File: src/rtl/fpsb_pkg.sv
package fpsb_pkg;
    localparam int CNT_W = 7;
    localparam int OP_W  = 3;
    localparam int N_OPS = 2 ** OP_W;

    typedef enum logic [OP_W-1:0] {
        OP_ADD  = 3'd0,
        OP_MUL  = 3'd1,
        OP_DIV  = 3'd2,
        OP_SQRT = 3'd3,
        OP_NEG  = 3'd4,
        OP_CMP  = 3'd5,
        OP_RSV6 = 3'd6,
        OP_RSV7 = 3'd7
    } fp_op_e;

    function automatic logic op_legal(input logic [OP_W-1:0] op);
        return op <= OP_CMP;
    endfunction

    function automatic logic [CNT_W-1:0] op_lat(input logic [OP_W-1:0] op);
        case (op)
            OP_ADD:  return CNT_W'(4);
            OP_MUL:  return CNT_W'(8);
            OP_DIV:  return CNT_W'(36);
            OP_SQRT: return CNT_W'(112);
            OP_NEG:  return CNT_W'(2);
            OP_CMP:  return CNT_W'(3);
            default: return CNT_W'(1);
        endcase
    endfunction

    function automatic logic [CNT_W-1:0] op_ii(input logic [OP_W-1:0] op);
        case (op)
            OP_ADD:  return CNT_W'(3);
            OP_MUL:  return CNT_W'(4);
            OP_DIV:  return CNT_W'(35);
            OP_SQRT: return CNT_W'(111);
            OP_NEG:  return CNT_W'(1);
            OP_CMP:  return CNT_W'(2);
            default: return CNT_W'(1);
        endcase
    endfunction
endpackage

File: src/rtl/fpsb_reg_timer.sv
module fpsb_reg_timer #(
    parameter int NREG = 32,
    parameter int CW   = fpsb_pkg::CNT_W,
    localparam int RW  = $clog2(NREG)
) (
    input  logic                     clk,
    input  logic                     rst_n,
    input  logic                     wr_en,
    input  logic [RW-1:0]            wr_dst,
    input  logic [CW-1:0]            wr_lat,
    output logic [NREG-1:0][CW-1:0]  cnt_o
);
    typedef struct packed {
        logic [NREG-1:0][CW-1:0] cnt;
    } rt_st_t;

    rt_st_t st_d, st_q;

    always_comb begin
        st_d = st_q;
        for (int i = 0; i < NREG; i++) begin
            if (wr_en && wr_dst == RW'(i))
                st_d.cnt[i] = wr_lat - CW'(1);
            else if (st_q.cnt[i] != '0)
                st_d.cnt[i] = st_q.cnt[i] - CW'(1);
        end
    end

    always_ff @(posedge clk) begin
        if (!rst_n) st_q <= '0;
        else        st_q <= st_d;
    end

    assign cnt_o = st_q.cnt;

    for (genvar g = 0; g < NREG; g++) begin : g_chk
        p_load_r4: assert property (@(posedge clk) disable iff (!rst_n)
            (wr_en && wr_dst == RW'(g)) |=> st_q.cnt[g] == $past(wr_lat) - CW'(1));
        p_tick_r4: assert property (@(posedge clk) disable iff (!rst_n)
            (!(wr_en && wr_dst == RW'(g)) && st_q.cnt[g] != '0)
                |=> st_q.cnt[g] == $past(st_q.cnt[g]) - CW'(1));
        p_idle_r9: assert property (@(posedge clk) disable iff (!rst_n)
            (!(wr_en && wr_dst == RW'(g)) && st_q.cnt[g] == '0) |=> st_q.cnt[g] == '0);
    end
endmodule

File: src/rtl/fpsb_unit_timer.sv
module fpsb_unit_timer #(
    parameter int NU  = fpsb_pkg::N_OPS,
    parameter int CW  = fpsb_pkg::CNT_W,
    localparam int UW = $clog2(NU)
) (
    input  logic                   clk,
    input  logic                   rst_n,
    input  logic                   start,
    input  logic [UW-1:0]          start_unit,
    input  logic [CW-1:0]          start_ii,
    output logic [NU-1:0][CW-1:0]  cnt_o
);
    typedef struct packed {
        logic [NU-1:0][CW-1:0] cnt;
    } ut_st_t;

    ut_st_t st_d, st_q;

    always_comb begin
        st_d = st_q;
        for (int u = 0; u < NU; u++) begin
            if (start && start_unit == UW'(u))
                st_d.cnt[u] = start_ii - CW'(1);
            else if (st_q.cnt[u] != '0)
                st_d.cnt[u] = st_q.cnt[u] - CW'(1);
        end
    end

    always_ff @(posedge clk) begin
        if (!rst_n) st_q <= '0;
        else        st_q <= st_d;
    end

    assign cnt_o = st_q.cnt;

    for (genvar g = 0; g < NU; g++) begin : g_chk
        p_occupy_r6: assert property (@(posedge clk) disable iff (!rst_n)
            (start && start_unit == UW'(g)) |=> st_q.cnt[g] == $past(start_ii) - CW'(1));
        p_drain_r6: assert property (@(posedge clk) disable iff (!rst_n)
            (!(start && start_unit == UW'(g)) && st_q.cnt[g] != '0)
                |=> st_q.cnt[g] == $past(st_q.cnt[g]) - CW'(1));
    end
endmodule

File: src/rtl/fp_issue_sb.sv
module fp_issue_sb #(
    parameter int NREG = 32,
    localparam int RW  = $clog2(NREG),
    localparam int OW  = fpsb_pkg::OP_W,
    localparam int CW  = fpsb_pkg::CNT_W,
    localparam int NU  = fpsb_pkg::N_OPS
) (
    input  logic          clk,
    input  logic          rst_n,
    input  logic          cand_valid,
    input  logic [OW-1:0] cand_op,
    input  logic [RW-1:0] cand_dst,
    input  logic [RW-1:0] cand_src_a,
    input  logic [RW-1:0] cand_src_b,
    input  logic          cand_use_b,
    output logic          issue,
    output logic          stall
);
    import fpsb_pkg::*;

    logic [NREG-1:0][CW-1:0] reg_cnt;
    logic [NU-1:0][CW-1:0]   unit_cnt;
    logic [CW-1:0]           lat, ii;
    logic                    raw_hz, struct_hz, waw_hz, bad_op, hazard;

    always_comb begin
        lat       = op_lat(cand_op);
        ii        = op_ii(cand_op);
        bad_op    = !op_legal(cand_op);
        raw_hz    = (reg_cnt[cand_src_a] != '0) ||
                    (cand_use_b && reg_cnt[cand_src_b] != '0);
        struct_hz = unit_cnt[cand_op] != '0;
        waw_hz    = reg_cnt[cand_dst] >= lat;
        hazard    = bad_op || raw_hz || struct_hz || waw_hz;
        issue     = cand_valid && !hazard;
        stall     = cand_valid && hazard;
    end

    fpsb_reg_timer #(.NREG(NREG), .CW(CW)) u_regs (
        .clk    (clk),
        .rst_n  (rst_n),
        .wr_en  (issue),
        .wr_dst (cand_dst),
        .wr_lat (lat),
        .cnt_o  (reg_cnt)
    );

    fpsb_unit_timer #(.NU(NU), .CW(CW)) u_units (
        .clk        (clk),
        .rst_n      (rst_n),
        .start      (issue),
        .start_unit (cand_op),
        .start_ii   (ii),
        .cnt_o      (unit_cnt)
    );

    p_src_ready_r4: assert property (@(posedge clk) disable iff (!rst_n)
        issue |-> (reg_cnt[cand_src_a] == '0));
    p_src_b_ready_r5: assert property (@(posedge clk) disable iff (!rst_n)
        (issue && cand_use_b) |-> (reg_cnt[cand_src_b] == '0));
    p_unit_free_r6: assert property (@(posedge clk) disable iff (!rst_n)
        issue |-> (unit_cnt[cand_op] == '0));
    p_waw_order_r8: assert property (@(posedge clk) disable iff (!rst_n)
        issue |-> (reg_cnt[cand_dst] < op_lat(cand_op)));
    p_reserved_r3: assert property (@(posedge clk) disable iff (!rst_n)
        (cand_valid && cand_op > 3'd5) |-> !issue);
endmodule

File: config.mk
export PLATFORM = sky130hd
export DESIGN_NAME = fp_issue_sb
export DESIGN_NICKNAME = d
export VERILOG_FILES = /design/src/rtl/fpsb_pkg.sv /design/src/rtl/fpsb_reg_timer.sv /design/src/rtl/fpsb_unit_timer.sv /design/src/rtl/fp_issue_sb.sv
export SDC_FILE = /design/constraint.sdc
export NUM_CORES = 1
export LEC_CHECK = 0
export CORE_UTILIZATION = 35
export CTS_CLUSTER_SIZE = 8
export DETAILED_ROUTE_END_ITERATION = 16
export PLACE_DENSITY = 0.62
export SYNTH_ARGS = -nofsm -noshare
export SYNTH_HDL_FRONTEND = slang
export SYNTH_SLANG_ARGS = --single-unit
export TNS_END_PERCENT = 50
File: constraint.sdc
create_clock -name clk -period 6.5 [get_ports clk]
set_input_delay 1.3 -clock clk [delete_from_list [all_inputs] [get_ports clk]]
set_output_delay 1.3 -clock clk [all_outputs]
set_load 0.02 [all_outputs]
# [Yosys cells after proc, flatten, opt, wreduce, memory -nomap -nowiden]
# Index checks and enable logic that the tools add are counted.
[totals] rom_bits=0 memories=0 ram_bits=0 output_inout_bits=2 latchBits=0 regBits=280 inputBits=22
[op_classes] div=0 addsub=42 shift=0 mux=90 bitwise=0 eq_ne=38 multipliers=0 reduce_logical=134 magnitude_cmp=6
[ops] cell="7-bit two-way mux" n=84
[ops] cell="7-bit nonzero test" n=43
[ops] cell="7-bit by 1-bit subtractor with 7-bit output, second input constant" n=42
[ops] cell="7-bit binary-select mux with 5-bit select" n=3
[ops] cell="5-bit equality test, second input constant" n=16
[ops] cell="2-bit nonzero test" n=40
[ops] cell="1-bit logical AND" n=43
[ops] cell="7-bit one-hot mux with 6 select lines" n=1
[ops] cell="5-bit by 4-bit equality test with 1-bit output, second input constant" n=8
[ops] cell="7-bit one-hot mux with 5 select lines" n=1
[ops] cell="7-bit binary-select mux with 3-bit select" n=1
[ops] cell="5-bit by 3-bit equality test with 1-bit output, second input constant" n=4
[ops] cell="5-bit by 6-bit < comparator with 1-bit output, second input constant" n=3
[ops] cell="3-bit equality test, second input constant" n=4
[ops] cell="5-bit by 2-bit equality test with 1-bit output, second input constant" n=2
[ops] cell="7-bit >= comparator" n=1
[ops] cell="3-bit by 2-bit equality test with 1-bit output, second input constant" n=2
[ops] cell="5-bit by 1-bit equality test with 1-bit output, second input constant" n=1
[ops] cell="5-bit logical NOT" n=1
[ops] cell="1-bit logical OR" n=4
[ops] cell="3-bit by 4-bit < comparator with 1-bit output, second input constant" n=1
[ops] cell="3-bit by 1-bit equality test with 1-bit output, second input constant" n=1
[ops] cell="3-bit less-or-equal comparator, second input constant" n=1
[ops] cell="3-bit logical NOT" n=1
[ops] cell="1-bit logical NOT" n=2

# [Logic depth before layout (Yosys ltp)]
[logic_depth] word_depth=12 mapped_depth=18 depth_no_buf=12

# [By module]
# From an unflattened synthesis, not the netlist that was laid out.
[unflattened] hier_cells=2488 hier_area_um2=20961.4
[modules_own_cells] mod="fpsb_reg_timer" instances=1 area_per_inst_um2=13591.8 cells_per_inst=1668
[modules_own_cells] mod="fp_issue_sb" instances=1 area_per_inst_um2=4189.0 cells_per_inst=454
[modules_own_cells] mod="fpsb_unit_timer" instances=1 area_per_inst_um2=3180.6 cells_per_inst=366

# [Worst setup path before layout]
# Ideal clock, no wire load.
[synth_path] path_kind="in2out" from="in cand_dst[1]" to="out issue" n_path_buf=5 t_arrival_ns=5.348 setup_slack_ns=-0.148 cell_stages=16 t_required_ns=5.200 path_cell_list="buf_2 > buf_2 > buf_1 > clkbuf_1 > mux4_2 > mux4_2 > mux2_2 > ha_1 > a21o_1 > a21o_1 > a211oi_1 > nor2_1 > o31ai_1 > buf_2 > nand4_2 > nor2_1"
[synth_via] elab_chain_cells=6
[synth_lines] item="from (decl)" line_no="fp_issue_sb.sv:12" rtl="input logic [RW-1:0] cand_dst,"
[synth_lines] item="7-bit binary-select mux with 5-bit select" line_no="fp_issue_sb.sv:33" rtl="waw_hz = reg_cnt[cand_dst] >= lat;"
[synth_lines] item="7-bit two-way mux (implied by the code)" line_no="fp_issue_sb.sv:33"
[synth_lines] item="7-bit >= comparator" line_no="fp_issue_sb.sv:33"
[synth_lines] item="1-bit logical OR" line_no="fp_issue_sb.sv:34" rtl="hazard = bad_op || raw_hz || struct_hz || waw_hz;"
[synth_lines] item="1-bit logical NOT" line_no="fp_issue_sb.sv:35" rtl="issue = cand_valid && !hazard;"
[synth_lines] item="1-bit logical AND" line_no="fp_issue_sb.sv:35"
[synth_lines] item="to (decl)" line_no="fp_issue_sb.sv:16" rtl="output logic issue,"
# Every way passes these cells. The select of a mux whose other input is x is not followed.

# [Worst setup path after layout]
[layout_path] from="in cand_dst[0]" to="out stall"
[layout_via] elab_chain_cells=5
[layout_lines] item="7-bit binary-select mux with 5-bit select" line_no="fp_issue_sb.sv:33"
[layout_lines] item="7-bit two-way mux (implied by the code)" line_no="fp_issue_sb.sv:33"
[layout_lines] item="7-bit >= comparator" line_no="fp_issue_sb.sv:33"
[layout_lines] item="1-bit logical OR" line_no="fp_issue_sb.sv:34"
[layout_lines] item="1-bit logical AND" line_no="fp_issue_sb.sv:36" rtl="stall = cand_valid && hazard;"
[layout_lines] item="to (decl)" line_no="fp_issue_sb.sv:17" rtl="output logic stall"
# Every way passes these cells. The select of a mux whose other input is x is not followed.

==> flow_summary_export.csv <==
group,metric,value,unit
timing,clock_skew,0.0336,ns
worst_setup_path,rr_startpoint,"u_regs.cnt_o[0]",
synth,synthesis.area,18200,sq um
clock_network,ctsLongestPathBuffers,3,
finish,area_growth,11.0,%
min_path,hold_depth,2,
clock_network,cts_tree,"done",
placed_design,dpl_cell_area,19100,sq um
min_path,min-delay-start,"u_units.cnt_o[20]",
timing,drv_slew,0,
synth,synth_top_area_frac,0.299,
synth,yosys-top-cells-area,"dfxtp_1 30%, mux2i_1 13%, mux4_2 8.5%",
timing,rsz0062_at_grt,"false",
timing,slew_headroom,0.232,
floorplan,fp.dieH,230,um
worst_setup_path,cp_max_fo,12,
power_and_ir_drop,switching_share,0.435,
worst_setup_path,cpMaxStageDelayCell,"mux4_2",
worst_setup_path,path_buf_inv,3,
worst_setup_path,start_kind,"input pin",
detailed_routing,ant_nets,0,
finish,fillers,5081,
floorplan,rows,83,
detailed_routing,wirelength,59900,um
detailed_routing,drt_first_pass_iters,6,
detailed_routing,wl_per_cell,22.1,um
clock_network,cts_hold_buf,0,
power_and_ir_drop,ir_drop,264,uV
finish,final_cells,2713,
detailed_routing,viasPerCell,6.01,
timing,post-route-period-util,0.938,
clock_network,clk_latency,0.57,ns
synth,async_reset_ff_frac,0,
clock_network,cts-root-buf,"clkbuf_16",
grt,grt-ovfl-total,0,
synth,synth_nets,2104,
floorplan,chipWidth,230,um
worst_setup_path,cp_top_family,"multiplexers",
min_path,hold_path.class,"flop to flop",
synth,ys_types,66,
worst_setup_path,cp_data_required_time,5.20,ns
min_path,min_to,"u_units.cnt_o[20]",
timing,setup_slack,0.406,ns
power_and_ir_drop,power_density,478,nW/um^2
grt,grt_pass1_vias,15800,
power_and_ir_drop,power_leakage,9.30,nW
finish,diodes,0,
worst_setup_path,slowest_delay,0.54,ns
power_and_ir_drop,power_frac_seq,0.323,
clock_network,cts_sinks,273,
grt,antenna_found_initial,1,
worst_setup_path,path_cells,"buf_4 > buf_12 > mux4_2 > mux4_2 > mux2_2 > ha_1 > a21o_1 > a21o_1 > a211oi_1 > nor2_1 > o31ai_4 > nand4_4 > and2_1 > dlymetal6s2s_1",
placed_design,post-place-cells,2665,
flow_run,max_cap_viol_count,0,
worst_setup_path,reg2reg_slack,1.95,ns
timing,holdWs,0.453,ns
grt,grt_pass1_wl,93400,um
timing,worstMarginPinSlew,1.15,ns
power_and_ir_drop,pwr-share-comb,0.478,
detailed_routing,drt_iter0_markers,1717,
floorplan,num_io_pins,24,
grt,grt_max_degree,94,
detailed_routing,drc,0,
detailed_routing,via_count,16300,
placed_design,detailedPlace.worstSlack,0.0299,ns
clock_network,cts_buffers,40,
synth,syn_area_per_cell,8.97,sq um
worst_setup_path,end_kind,"primary output",
run_status,outcome,"completed",
worst_setup_path,cp.arrival,4.79,ns
synth,synth_edf_count,0,
placed_design,routabilityCongestion,1.01,
clock_network,htreeDepth,2,
floorplan,start_util,0.355,
placed_design,dpl.hpwl,42600,um
floorplan,die_area,53100,sq um
power_and_ir_drop,power_switching,4.21,mW
finish,final_area,20300,sq um
synth,ys.warnings.count,0,
synth,yosys_most_used_dff,"dfxtp_1",
synth,ys_ff_latch,273,
clock_network,clk_pin_slew,0.05,ns
finish,final_util,0.394,
synth,synth_area_leader_cell,"dfxtp_1",
synth,seq_area_frac_synth,0.299,
finish,post_route_cells_drive_above_1_share,0.114,
synth,syn_inst,2035,
grt,track_usage,0.225,
timing,min_period,6.09,ns
timing,totalNegativeSetupSlack,0,ns
power_and_ir_drop,finalPower,9.67,mW
worst_setup_path,r2r-end,"u_regs.cnt_o[219]",
timing,fmax,164,MHz
worst_setup_path,r2r_cells,13,
worst_setup_path,crit_type,"input pin to primary output",
timing,finalHoldViolations,0,
placed_design,io_buffers,23,
floorplan,core_area,51400,sq um
power_and_ir_drop,internal-power,5.47,mW
timing,setup_viol,0,
power_and_ir_drop,clkPwrFrac,0.199,
finish,layout.nets,2096,
==> area by class of cell <==
type / count / area (sq um) / share of cell area
Inverter: 91 / 342 / 0.0169
Clock inverter: 1 / 16.3 / 0.000803
Timing Repair Buffer: 73 / 654 / 0.0323
Clock buffer: 47 / 1090 / 0.0538
Sequential cell: 273 / 5470 / 0.270
Multi-Input combinational cell: 1548 / 11800 / 0.584
Tap cell: 680 / 851 / 0.0420
==> cells in the mapped netlist, types with 12 or more instances <==
cell and instances:
and3_1 17, inv_1 90, or4_1 20, o211ai_1 40
nor2_1 108, or2_2 16, a21oi_1 57, o21ai_0 40
mux2i_1 233, dlygate4sd1_1 19, mux4_2 69, dfxtp_1 273
nor4_1 36, o31ai_1 12, xnor2_1 87, nand4_2 23
buf_2 14, nand2b_1 23, nand3b_1 13, or3_1 13
nand2_1 233, clkbuf_1 63, buf_4 13, ha_1 47
nor3b_1 14, nand3_1 153, xor2_1 83, nor3_1 76
==> what timing repair did <==
| action | CTS | global route |
|---|---|---|
| resized for setup | 0 | 3 |
| setup buffers | 0 | 0 |
| setup endpoints to repair | 0 | 2 |
==> layer usage <==
metal | routed length, um | part of all wire | global-route usage | up-vias
li1 | - | - | - | 7355
met1 | 25400 | 0.42 | 0.294 | 7999
met2 | 27000 | 0.45 | 0.355 | 771
met3 | 4790 | 0.080 | 0.0396 | 182
met4 | 2790 | 0.047 | 0.112 | 2
met5 | 12 | 0.00020 | 0 | -
==> worst reg2reg max path, stage by stage (launching register included) <==
cell,delay [ns]
dfxtp_1,0.40
mux4_2,0.51
mux4_2,0.52
mux2i_1,0.17
ha_1,0.25
nand2b_1,0.14
a21o_1,0.18
a21o_1,0.18
a211oi_1,0.23
nor2_1,0.10
o31ai_4,0.28
buf_4,0.69
nand4_2,0.49
mux2i_1,0.22
==> sequential cells by signal, summed over array words and instances, names as in the netlist <==
| name | flops |
|---|---|
| u_regs.cnt_o | 224 |
| u_units.cnt_o | 49 |
==> worst max path at each step <==
stage,startpoint,end,slack (ns),cells past startpoint
6_report,cand_dst[0],stall,0.41,14
5_1_grt,cand_dst[0],stall,0.29,14
4_1_cts,cand_dst[0],stall,0.02,14
2_1_floorplan,cand_dst[1],stall,0.03,16
3_5_place_dp,cand_dst[0],stall,0.03,14
3_3_place_gp,cand_dst[0],stall,0.04,15
==> power by group through the flow <==
stage	sequential (mW)	clock, mW	combinational [mW]
3_3_place_gp	3.11	0	4.38
5_1_grt	3.16	2.04	5.15
2_1_floorplan	2.72	0	3.76
6_report	3.13	1.92	4.62
3_5_place_dp	3.10	0	4.55
4_1_cts	3.08	1.97	4.59
==> logic make-up after synthesis <==
group,after synthesis,share of synthesized area
and+or+nand+nor,797,0.232
muxes,310,0.218
DFF,273,0.299
AOI/OAI and AO/OA,224,0.0821
buffers and inverters,214,0.0543
xor gates and xnor gates,170,0.0816
adders and majority gates,47,0.0322
==> layout by cell type, fill, tap and decap left out, types with 8 or more instances in the layout <==
cell | Yosys | layout
a211oi_1 | 11 | 11
a21oi_1 | 57 | 57
and2_1 | 8 | 8
and3_1 | 17 | 17
buf_4 | 13 | 47
clkbuf_16 | 0 | 42
clkdlybuf4s50_1 | 0 | 18
dfxtp_1 | 273 | 273
ha_1 | 47 | 47
inv_1 | 90 | 90
mux2_2 | 8 | 8
mux2i_1 | 233 | 233
mux4_2 | 69 | 69
nand2_1 | 233 | 233
nand2b_1 | 23 | 22
nand3_1 | 153 | 153
nand3b_1 | 13 | 13
nand4_1 | 11 | 11
nand4_2 | 23 | 22
nand4_4 | 10 | 11
nor2_1 | 108 | 107
nor2b_1 | 10 | 10
nor3_1 | 76 | 76
nor3b_1 | 14 | 14
nor4_1 | 36 | 36
nor4b_1 | 8 | 8
o211ai_1 | 40 | 40
o21ai_0 | 40 | 40
o311ai_0 | 9 | 9
o31ai_1 | 12 | 11
or2_2 | 16 | 16
or3_1 | 13 | 13
or4_1 | 20 | 19
xnor2_1 | 87 | 87
xor2_1 | 83 | 83
Power figures use the tool's default switching activity.
